==> src/rtl/fevt_pkg.sv <==
// Package: shared register address codes and event index layout for the
// FIFO event interrupt controller. Assumes a two-bit register address.
package fevt_pkg;

    localparam int FEVT_ADDR_W = 2;

    typedef enum logic [FEVT_ADDR_W-1:0] {
        ADR_ENABLE = 2'd0,
        ADR_STATUS = 2'd1,
        ADR_CLEAR  = 2'd2,
        ADR_SPARE  = 2'd3
    } fevt_addr_e;

    // index of each condition inside one direction's flag vector
    localparam int FLG_OVERFLOW = 0;
    localparam int FLG_STARVE   = 1;
    localparam int FLG_ALM_FULL = 2;
    localparam int FLG_FULL     = 3;
    localparam int FLG_ALM_EMPT = 4;
    localparam int FLG_EMPTY    = 5;

endpackage

==> src/rtl/fevt_edge_detect.sv <==
// Module: fevt_edge_detect
// Turns a vector of level conditions into one-cycle rise strobes.
// Assumes conditions are synchronous to clk. The history register clears
// on reset, so a condition already high when reset ends counts as a rise.
module fevt_edge_detect #(
    parameter int WIDTH = 12
) (
    input  logic             clk,
    input  logic             rst_n,
    input  logic [WIDTH-1:0] level_i,
    output logic [WIDTH-1:0] rise_o
);

    logic [WIDTH-1:0] hist_q;

    // purpose: remember last cycle's level of each condition
    always_ff @(posedge clk) begin
        if (!rst_n) begin
            hist_q <= '0;
        end else begin
            hist_q <= level_i;
        end
    end

    // purpose: a rise is high now and low in the previous cycle
    genvar gi;
    generate
        for (gi = 0; gi < WIDTH; gi++) begin : g_rise
            assign rise_o[gi] = level_i[gi] & ~hist_q[gi];
        end
    endgenerate

    // after a rise is flagged, the same bit cannot flag again next cycle
    a_r3_single_rise: assert property (@(posedge clk) disable iff (!rst_n)
        (rise_o != '0) |=> ((rise_o & $past(rise_o)) == '0));

endmodule

==> src/rtl/fevt_status_bank.sv <==
// Module: fevt_status_bank
// Sticky event bits: set by set_i, cleared by write-one-to-clear clr_i.
// A set and a clear of the same bit in one cycle leaves the bit set.
// Assumes set_i and clr_i are single-cycle strobes on clk.
module fevt_status_bank #(
    parameter int WIDTH = 13
) (
    input  logic             clk,
    input  logic             rst_n,
    input  logic [WIDTH-1:0] set_i,
    input  logic [WIDTH-1:0] clr_i,
    output logic [WIDTH-1:0] status_o
);

    logic [WIDTH-1:0] sticky_q;

    // purpose: per-bit sticky update, clear applied first and set on top
    always_ff @(posedge clk) begin
        if (!rst_n) begin
            sticky_q <= '0;
        end else begin
            sticky_q <= (sticky_q & ~clr_i) | set_i;
        end
    end

    assign status_o = sticky_q;

    // any bit strobed by set_i is high after the edge
    a_r6_set_wins: assert property (@(posedge clk) disable iff (!rst_n)
        (set_i != '0) |=> ((status_o & $past(set_i)) == $past(set_i)));

    // cleared bits without a concurrent set are low after the edge
    a_r5_clear_takes: assert property (@(posedge clk) disable iff (!rst_n)
        ((clr_i & ~set_i) != '0) |=> ((status_o & $past(clr_i & ~set_i)) == '0));

    // with no set and no clear, the status holds
    a_r3_status_hold: assert property (@(posedge clk) disable iff (!rst_n)
        ((set_i | clr_i) == '0) |=> $stable(status_o));

endmodule

==> src/rtl/fevt_regs.sv <==
// Module: fevt_regs
// Register window: enable register (per-event bits and master bit), status
// read view with pending summary, write-only clear register.
// Assumes single-cycle write strobes and combinational reads.
module fevt_regs
    import fevt_pkg::*;
#(
    parameter int NUM_EVT = 13,
    parameter int DATA_W  = 32
) (
    input  logic                   clk,
    input  logic                   rst_n,
    input  logic                   wr_i,
    input  logic [FEVT_ADDR_W-1:0] addr_i,
    input  logic [DATA_W-1:0]      wdata_i,
    input  logic [NUM_EVT-1:0]     status_i,
    input  logic                   pending_i,
    output logic [NUM_EVT-1:0]     evt_en_o,
    output logic                   master_en_o,
    output logic [NUM_EVT-1:0]     clr_o,
    output logic [DATA_W-1:0]      rdata_o
);

    localparam int PEND_BIT   = NUM_EVT;
    localparam int MASTER_BIT = NUM_EVT + 1;

    logic [NUM_EVT-1:0] en_q;
    logic               master_q;
    logic               wr_enable;
    logic               wr_clear;

    // purpose: decode which register a write targets
    always_comb begin
        wr_enable = wr_i && (fevt_addr_e'(addr_i) == ADR_ENABLE);
        wr_clear  = wr_i && (fevt_addr_e'(addr_i) == ADR_CLEAR);
    end

    // purpose: hold the per-event enables and master enable
    always_ff @(posedge clk) begin
        if (!rst_n) begin
            en_q     <= '0;
            master_q <= 1'b0;
        end else if (wr_enable) begin
            en_q     <= wdata_i[NUM_EVT-1:0];
            master_q <= wdata_i[MASTER_BIT];
        end
    end

    // purpose: form the one-cycle clear strobe from a clear write
    assign clr_o = wr_clear ? wdata_i[NUM_EVT-1:0] : '0;

    assign evt_en_o    = en_q;
    assign master_en_o = master_q;

    // purpose: combinational read view for the addressed register
    always_comb begin
        rdata_o = '0;
        case (fevt_addr_e'(addr_i))
            ADR_ENABLE: begin
                rdata_o[NUM_EVT-1:0] = en_q;
                rdata_o[MASTER_BIT]  = master_q;
            end
            ADR_STATUS: begin
                rdata_o[NUM_EVT-1:0] = status_i;
                rdata_o[PEND_BIT]    = pending_i;
            end
            default: rdata_o = '0;
        endcase
    end

    // a write that is not to the enable address leaves the enables alone
    a_r10_enable_guard: assert property (@(posedge clk) disable iff (!rst_n)
        (wr_i && (addr_i != ADR_ENABLE)) |=> ($stable(en_q) && $stable(master_q)));

    // an enable write is reflected after the edge
    a_r7_enable_write: assert property (@(posedge clk) disable iff (!rst_n)
        wr_enable |=> (en_q == $past(wdata_i[NUM_EVT-1:0])));

endmodule

==> src/rtl/fevt_irq_combine.sv <==
// Module: fevt_irq_combine
// Reduces status AND enable to a pending summary and gates it with the
// master enable. Purely combinational; the request follows the registers.
module fevt_irq_combine #(
    parameter int NUM_EVT = 13
) (
    input  logic [NUM_EVT-1:0] status_i,
    input  logic [NUM_EVT-1:0] evt_en_i,
    input  logic               master_en_i,
    output logic               pending_o,
    output logic               irq_o
);

    // purpose: OR-reduce enabled events, then gate with master enable
    always_comb begin
        pending_o = |(status_i & evt_en_i);
        irq_o     = pending_o & master_en_i;
    end

endmodule

==> src/rtl/fifo_evt_irq_ctrl.sv <==
// Module: fifo_evt_irq_ctrl (top)
// Gathers receive and transmit FIFO conditions and a word-transfer strobe
// into sticky status bits, and raises one interrupt request from them.
// Receive flags map to status bits 0..N-1, transmit flags to N..2N-1, and
// the word-transfer strobe to bit 2N. Assumes all inputs are on clk.
module fifo_evt_irq_ctrl
    import fevt_pkg::*;
#(
    parameter int N_FLAGS = 6,
    parameter int DATA_W  = 32
) (
    input  logic                   clk,
    input  logic                   rst_n,
    input  logic [N_FLAGS-1:0]     rx_flags_i,
    input  logic [N_FLAGS-1:0]     tx_flags_i,
    input  logic                   word_xfer_i,
    input  logic                   reg_wr_i,
    input  logic [FEVT_ADDR_W-1:0] reg_addr_i,
    input  logic [DATA_W-1:0]      reg_wdata_i,
    output logic [DATA_W-1:0]      reg_rdata_o,
    output logic                   irq_o
);

    localparam int LVL_W   = 2 * N_FLAGS;
    localparam int NUM_EVT = LVL_W + 1;
    localparam int WX_BIT  = LVL_W;

    logic [LVL_W-1:0]   level_vec;
    logic [LVL_W-1:0]   rise_vec;
    logic [NUM_EVT-1:0] set_vec;
    logic [NUM_EVT-1:0] clr_vec;
    logic [NUM_EVT-1:0] status_vec;
    logic [NUM_EVT-1:0] evt_en;
    logic               master_en;
    logic               pending;

    // purpose: pack receive flags low, transmit flags above them
    assign level_vec = {tx_flags_i, rx_flags_i};

    fevt_edge_detect #(.WIDTH(LVL_W)) u_edge (
        .clk     (clk),
        .rst_n   (rst_n),
        .level_i (level_vec),
        .rise_o  (rise_vec)
    );

    // purpose: FIFO rises plus the word-transfer strobe, taken every cycle
    always_comb begin
        set_vec                = '0;
        set_vec[LVL_W-1:0]     = rise_vec;
        set_vec[WX_BIT]        = word_xfer_i;
    end

    fevt_status_bank #(.WIDTH(NUM_EVT)) u_status (
        .clk      (clk),
        .rst_n    (rst_n),
        .set_i    (set_vec),
        .clr_i    (clr_vec),
        .status_o (status_vec)
    );

    fevt_regs #(.NUM_EVT(NUM_EVT), .DATA_W(DATA_W)) u_regs (
        .clk         (clk),
        .rst_n       (rst_n),
        .wr_i        (reg_wr_i),
        .addr_i      (reg_addr_i),
        .wdata_i     (reg_wdata_i),
        .status_i    (status_vec),
        .pending_i   (pending),
        .evt_en_o    (evt_en),
        .master_en_o (master_en),
        .clr_o       (clr_vec),
        .rdata_o     (reg_rdata_o)
    );

    fevt_irq_combine #(.NUM_EVT(NUM_EVT)) u_irq (
        .status_i    (status_vec),
        .evt_en_i    (evt_en),
        .master_en_i (master_en),
        .pending_o   (pending),
        .irq_o       (irq_o)
    );

    // no request without master enable and an enabled set event
    a_r9_irq_gate: assert property (@(posedge clk) disable iff (!rst_n)
        irq_o |-> (master_en && ((status_vec & evt_en) != '0)));

    // the word-transfer strobe always lands in its status bit
    a_r4_word_xfer: assert property (@(posedge clk) disable iff (!rst_n)
        word_xfer_i |=> status_vec[WX_BIT]);

    // the cycle after a reset edge, the request is low
    a_r1_reset_quiet: assert property (@(posedge clk)
        !rst_n |=> !irq_o);

endmodule

==> config.mk <==
export PLATFORM = sky130hd
export DESIGN_NAME = fifo_evt_irq_ctrl
export DESIGN_NICKNAME = d
export VERILOG_FILES = /design/src/rtl/fevt_pkg.sv /design/src/rtl/fevt_edge_detect.sv /design/src/rtl/fevt_status_bank.sv /design/src/rtl/fevt_regs.sv /design/src/rtl/fevt_irq_combine.sv /design/src/rtl/fifo_evt_irq_ctrl.sv
export SDC_FILE = /design/constraint.sdc
export NUM_CORES = 1
export LEC_CHECK = 0
export BUFFER_PORTS_ARGS = -buffer_cell sky130_fd_sc_hd__buf_4
export CORE_AREA = 4 4 72 74
export CTS_CLUSTER_SIZE = 30
export DETAILED_ROUTE_END_ITERATION = 16
export DIE_AREA = 0 0 76 78
export MAX_ROUTING_LAYER = met4
export PLACE_DENSITY = 0.73
export REMOVE_ABC_BUFFERS = 1
export SLEW_MARGIN = 20
export SYNTH_ARGS = -nofsm -noshare
export SYNTH_HDL_FRONTEND = slang
export SYNTH_SLANG_ARGS = --single-unit
==> constraint.sdc <==
create_clock -name clk -period 1.05 [get_ports clk]
set_input_delay 0.105 -clock clk [delete_from_list [all_inputs] [get_ports clk]]
set_output_delay 0.105 -clock clk [all_outputs]
set_load 0.1 [all_outputs]
---- Word level (Yosys, flattened, before mapping) ----
Cells that the tools add are included.
operators by class
  $add $sub $neg .......................... 0
  multiply operators ...................... 0
  div/mod/pow operators ................... 0
  order comparisons ....................... 0
  equality and inequality tests ........... 2
  shift operators ......................... 0
  mux-type cells .......................... 4
  bitwise logic cells ..................... 29
  reductions and logical operators ........ 4
operators with widths
  operator              count
  $and A13 B13 Y13      2
  $pmux W13 S2          1
  $and A1 B1 Y1         13
  $mux W13              1
  $not A13 Y13          1
  $or A13 B13 Y13       1
  $reduce_or A13 Y1     1
  $not A1 Y1            12
  $eq A2 B1 Y1 const B  1
  $eq A2 B2 Y1 const B  1
  $logic_and A1 B1 Y1   2
  $logic_not A2 Y1      1
  $mux W1               2
storage, ports and cells
  bits in registers ....................... 39
  latch bits .............................. 0
  memory bits (writable) .................. 0
  bits in read-only memories .............. 0
  input bits .............................. 50
  output and inout bits ................... 33
  logic and storage cells ................. 43
  memories ................................ 0

---- Longest topological paths before layout ----
  word-level depth ........................ 6
  depth in mapped cells ................... 6

---- Cells and area by module ----
From an unflattened synthesis, not the netlist that was laid out.
second synthesis, totals
  cells, all modules ...................... 214
  area, all modules ....................... 1948.1 µm²
by module, submodules not included
  module            times used  cells an instance  area each (µm²)  sequential area each (µm²)
  fevt_regs         1           127                1022.2           280.3
  fevt_status_bank  1           40                 450.4            260.2
  fevt_edge_detect  1           37                 401.6            240.2
  fevt_irq_combine  1           10                 73.8             0.0

---- Worst setup path after synthesis ----
Ideal clock, no wire load.
  path type ............................... input-to-output
  start point ............................. input reg_addr_i[0]
  end point ............................... output reg_rdata_o[14]
  arrival time ............................ 2.692 ns
  data required time ...................... 0.945 ns
  path slack .............................. -1.747 ns
  cell stages on the path ................. 3
  path through ............................ buf_4 -> buf_2 -> nor3b_1
on the way
  word-level cells in the longest chain between the ends .. 2
RTL lines
  what                line                     text
  start: declaration  fifo_evt_irq_ctrl.sv:18  input logic [FEVT_ADDR_W-1:0] reg_addr_i,
  $logic_not A2 Y1    fevt_regs.sv:58          case (fevt_addr_e'(addr_i))
  $mux W1             fevt_regs.sv:58
  end: declaration    fifo_evt_irq_ctrl.sv:20  output logic [DATA_W-1:0] reg_rdata_o,
No other way between the ends.

---- Final worst setup path ----
  start point ............................. register u_regs.en_q[6], in the netlist u_regs.evt_en_o[6]
  end point ............................... output irq_o
on the way
  word-level cells in the longest chain between the ends .. 3
RTL lines
  what                      line                     text
  start: declaration        fevt_regs.sv:27          logic [NUM_EVT-1:0] en_q;
  start signal: assignment  fevt_regs.sv:44          en_q <= wdata_i[NUM_EVT-1:0];
  $and A13 B13 Y13          fevt_irq_combine.sv:16   pending_o = |(status_i & evt_en_i);
  $reduce_or A13 Y1         fevt_irq_combine.sv:16
  $and A1 B1 Y1             fevt_irq_combine.sv:17   irq_o = pending_o & master_en_i;
  end: declaration          fifo_evt_irq_ctrl.sv:21  output logic irq_o
No other way between the ends.

==> results_dict.tcl <==
set metrics [dict create \
    clk-insertion-delay-late_ps 290 \
    cp-end-kind "primary output" \
    arrival_ps 1460 \
    io_pins 83 \
    ir_worst_vdd_mv 0.827 \
    synth-edff-count 0 \
    fmax_mhz 640 \
    routed.top_layer "met4" \
    vias 1550 \
    r2r_start "u_status.status_o[9]" \
    grt.total_usage_pct 15.2 \
    gp_congestion 0.772 \
    multi_input_area_um2 926 \
    hold_start "rx_flags_i[5]" \
    grt_pass1_wl_um 7110 \
    yosys-top-cells-count "dfxtp_1, a21boi_1, nand2_1" \
    drt_first_pass_iters 4 \
    netlist_instances 202 \
    p_leak_nw 1.20 \
    die_area_mm2 0.00593 \
    period_share_pct 149 \
    pwr-share-seq_pct 41.9 \
    path_class "flop to primary output" \
    tns_ps -3750 \
    p_switching_mw 1.19 \
    post-route-drc-count 0 \
    finalHoldViolCount 0 \
    hp-class "primary input to flop" \
    pwr-share-comb_pct 24.9 \
    critPathLaunchType "flop" \
    dr_wl_met2_um 2090 \
    synth_cell_type_count 22 \
    cts.sinks 39 \
    netlist_area_mm2 0.00183 \
    cts_tree "yes" \
    rsz0062_at_grt "true" \
    whs_endpoint "u_edge.hist_q[5]" \
    cp_cell_sequence "a222oi_1 -> and3_1 -> a21boi_1 -> buf_6" \
    synth.most_common_cell "dfxtp_1" \
    vias_per_cell 4.68 \
    cap_violations 0 \
    placed_cells 318 \
    internal_power_mw 2.66 \
    synth_top_area_share_pct 42.6 \
    powerDensity_mw_per_mm2 1450 \
    yosys.area.top_type "dfxtp_1" \
    synth_ff_type "dfxtp_1" \
    dp_hpwl_um 3110 \
    period_needed_ps 1560 \
    numCtsBuffers 5 \
    drive_above_1_share_pct 39.4 \
    ys_ff_latch 39 \
    final.setup.worst_slack_ps -513 \
    wire_per_inst_um 12.8 \
    ant_nets 0 \
    routed_wl_um 4240 \
    wl_met1_um 1850 \
    slowest_stage "dfxtp_2" \
    die_w_um 76 \
    core_area_mm2 0.00460 \
    min_delay_path_depth 2 \
    num_rows 25 \
    slew_viol_final 0 \
    crit_path_max_incr_delay_ps 320 \
    reg2reg_to "u_status.status_o[9]" \
    critPathBufInv 1 \
    crit_required_ps 940 \
    die_height_um 78 \
    grt_pass1_vias 1590 \
    holdBufCountCts 0 \
    ff2ff_path_depth 3 \
    violations "setup timing" \
    n_antenna_cell 0 \
    grt_max_degree 40 \
    clockBufferDepth 2 \
    root_buffer "clkbuf_8" \
    grt_antenna_before_repair 0 \
    avgSynthCellArea_um2 9.07 \
    wl_met3_um 256 \
    seq_area_um2 805 \
    synthTopCellsByArea "dfxtp_1, a21boi_1, buf_4" \
    power_frac_clock_pct 33.2 \
    grt_overflow_total 0 \
    ys_seq_area_share_pct 42.6 \
    fill_cells 412 \
    critPathTopFamily "compound AO/OA/AOI/OAI gates" \
    fin_skew_ps 3.96 \
    outcome "finished, violations left" \
    start_util_pct 39.8 \
    drt_iter0_drc 80 \
    setup_viol 16 \
    path_max_fanout 2 \
    reg2reg_slack_ps 220 \
    area_delta_synth_final_pct 45.1 \
    switching_share_pct 30.9 \
    ys_warn_count 0 \
    clk_pin_slew_worst_paths_ps 80 \
    layout.cells.non_filler 331 \
    ctsHtreeMaxLevel 2 \
    layout.nets 326 \
    async_reset_ff_share_pct 0 \
    io_buffers 47 \
]
## metrics by stage
step / worst slack (ps) / utilization, % / total power [mW] / hold WS [ps] / area, um^2
2_1_floorplan: -1570 / - / 2.25 / 223 / 1700
3_3_place_gp: -212 / 50.9 / 2.53 / 315 / 2340
3_5_place_dp: -228 / 50.9 / 2.55 / 318 / 2340
4_1_cts: -521 / 56.8 / 3.89 / 6.16 / 2610
5_1_grt: -581 / 57.8 / 4.02 / 9.97 / 2660
6_report: -513 / 57.8 / 3.85 / 15.2 / 2660
## flip-flops by register name (all words and copies together), names as in the netlist
signal and cells:
u_regs.master_en_o 1, u_status.status_o 13, u_regs.evt_en_o 13, u_edge.hist_q 12
## area by class of cell
cell class | count | area share [%]
clock inverter | 2 | 1.32
sequential | 39 | 30.3
timing repair buffer | 80 | 27.9
multi-input combinational | 150 | 34.8
tap | 54 | 2.54
clock buffer | 6 | 3.11
## per-layer routing
| layer | vias to the layer above | track usage, % |
|---|---|---|
| met4 | 0 | 5.34 |
| met3 | 5 | 4.52 |
| li1 | 789 | - |
| met2 | 48 | 24.9 |
| met1 | 708 | 17.6 |
| met5 | - | - |
## power groups by stage
stage	clock network, mW	logic (mW)	registers [mW]
CTS	1.32	0.955	1.61
finish	1.28	0.960	1.61
global placement	0	0.902	1.63
detailed placement	0	0.912	1.64
floorplan	0	0.623	1.63
global route	1.38	1.01	1.62
## worst max path at each step
stage / cells after the start / slack (ps) / to / from
global placement: 4 / -210 / irq_o / u_status.status_o[6]
detailed placement: 4 / -230 / reg_rdata_o[13] / u_status.status_o[6]
finish: 4 / -510 / irq_o / u_regs.evt_en_o[6]
global route: 4 / -580 / irq_o / u_regs.evt_en_o[6]
CTS: 4 / -520 / reg_rdata_o[13] / u_regs.evt_en_o[6]
floorplan: 1 / -1570 / reg_rdata_o[14] / u_regs.master_en_o
## repair_timing
action                                 CTS  global route
pin swaps                               14            14
endpoints found under the hold margin    0             0
resized for setup                       48             8
setup endpoints to repair               16            16
setup buffers                            3             4
## cells in the final DEF (no fill, tap or decap), types with 5 or more instances in the layout
cell,instances
buf_4,47
buf_6,31
a21boi_1,28
nand2_1,28
dfxtp_1,20
dfxtp_2,19
conb_1,17
mux2i_1,13
nor2_1,13
o21a_1,13
and2_1,12
nor2b_1,12
clkbuf_8,6
a22oi_1,5
## cell families (layout without fill, tap and decap cells)
family	Yosys count	after routing	share of synthesized area, %
AO/OA/AOI/OAI	48	48	19.7
buffers and inverters	29	88	10.7
flip-flops	39	39	42.6
multiplexers	13	13	7.10
other	1	17	0.205
AND/OR/NAND/NOR	72	72	19.7
Note: power is estimated with default switching activity, not from simulation.
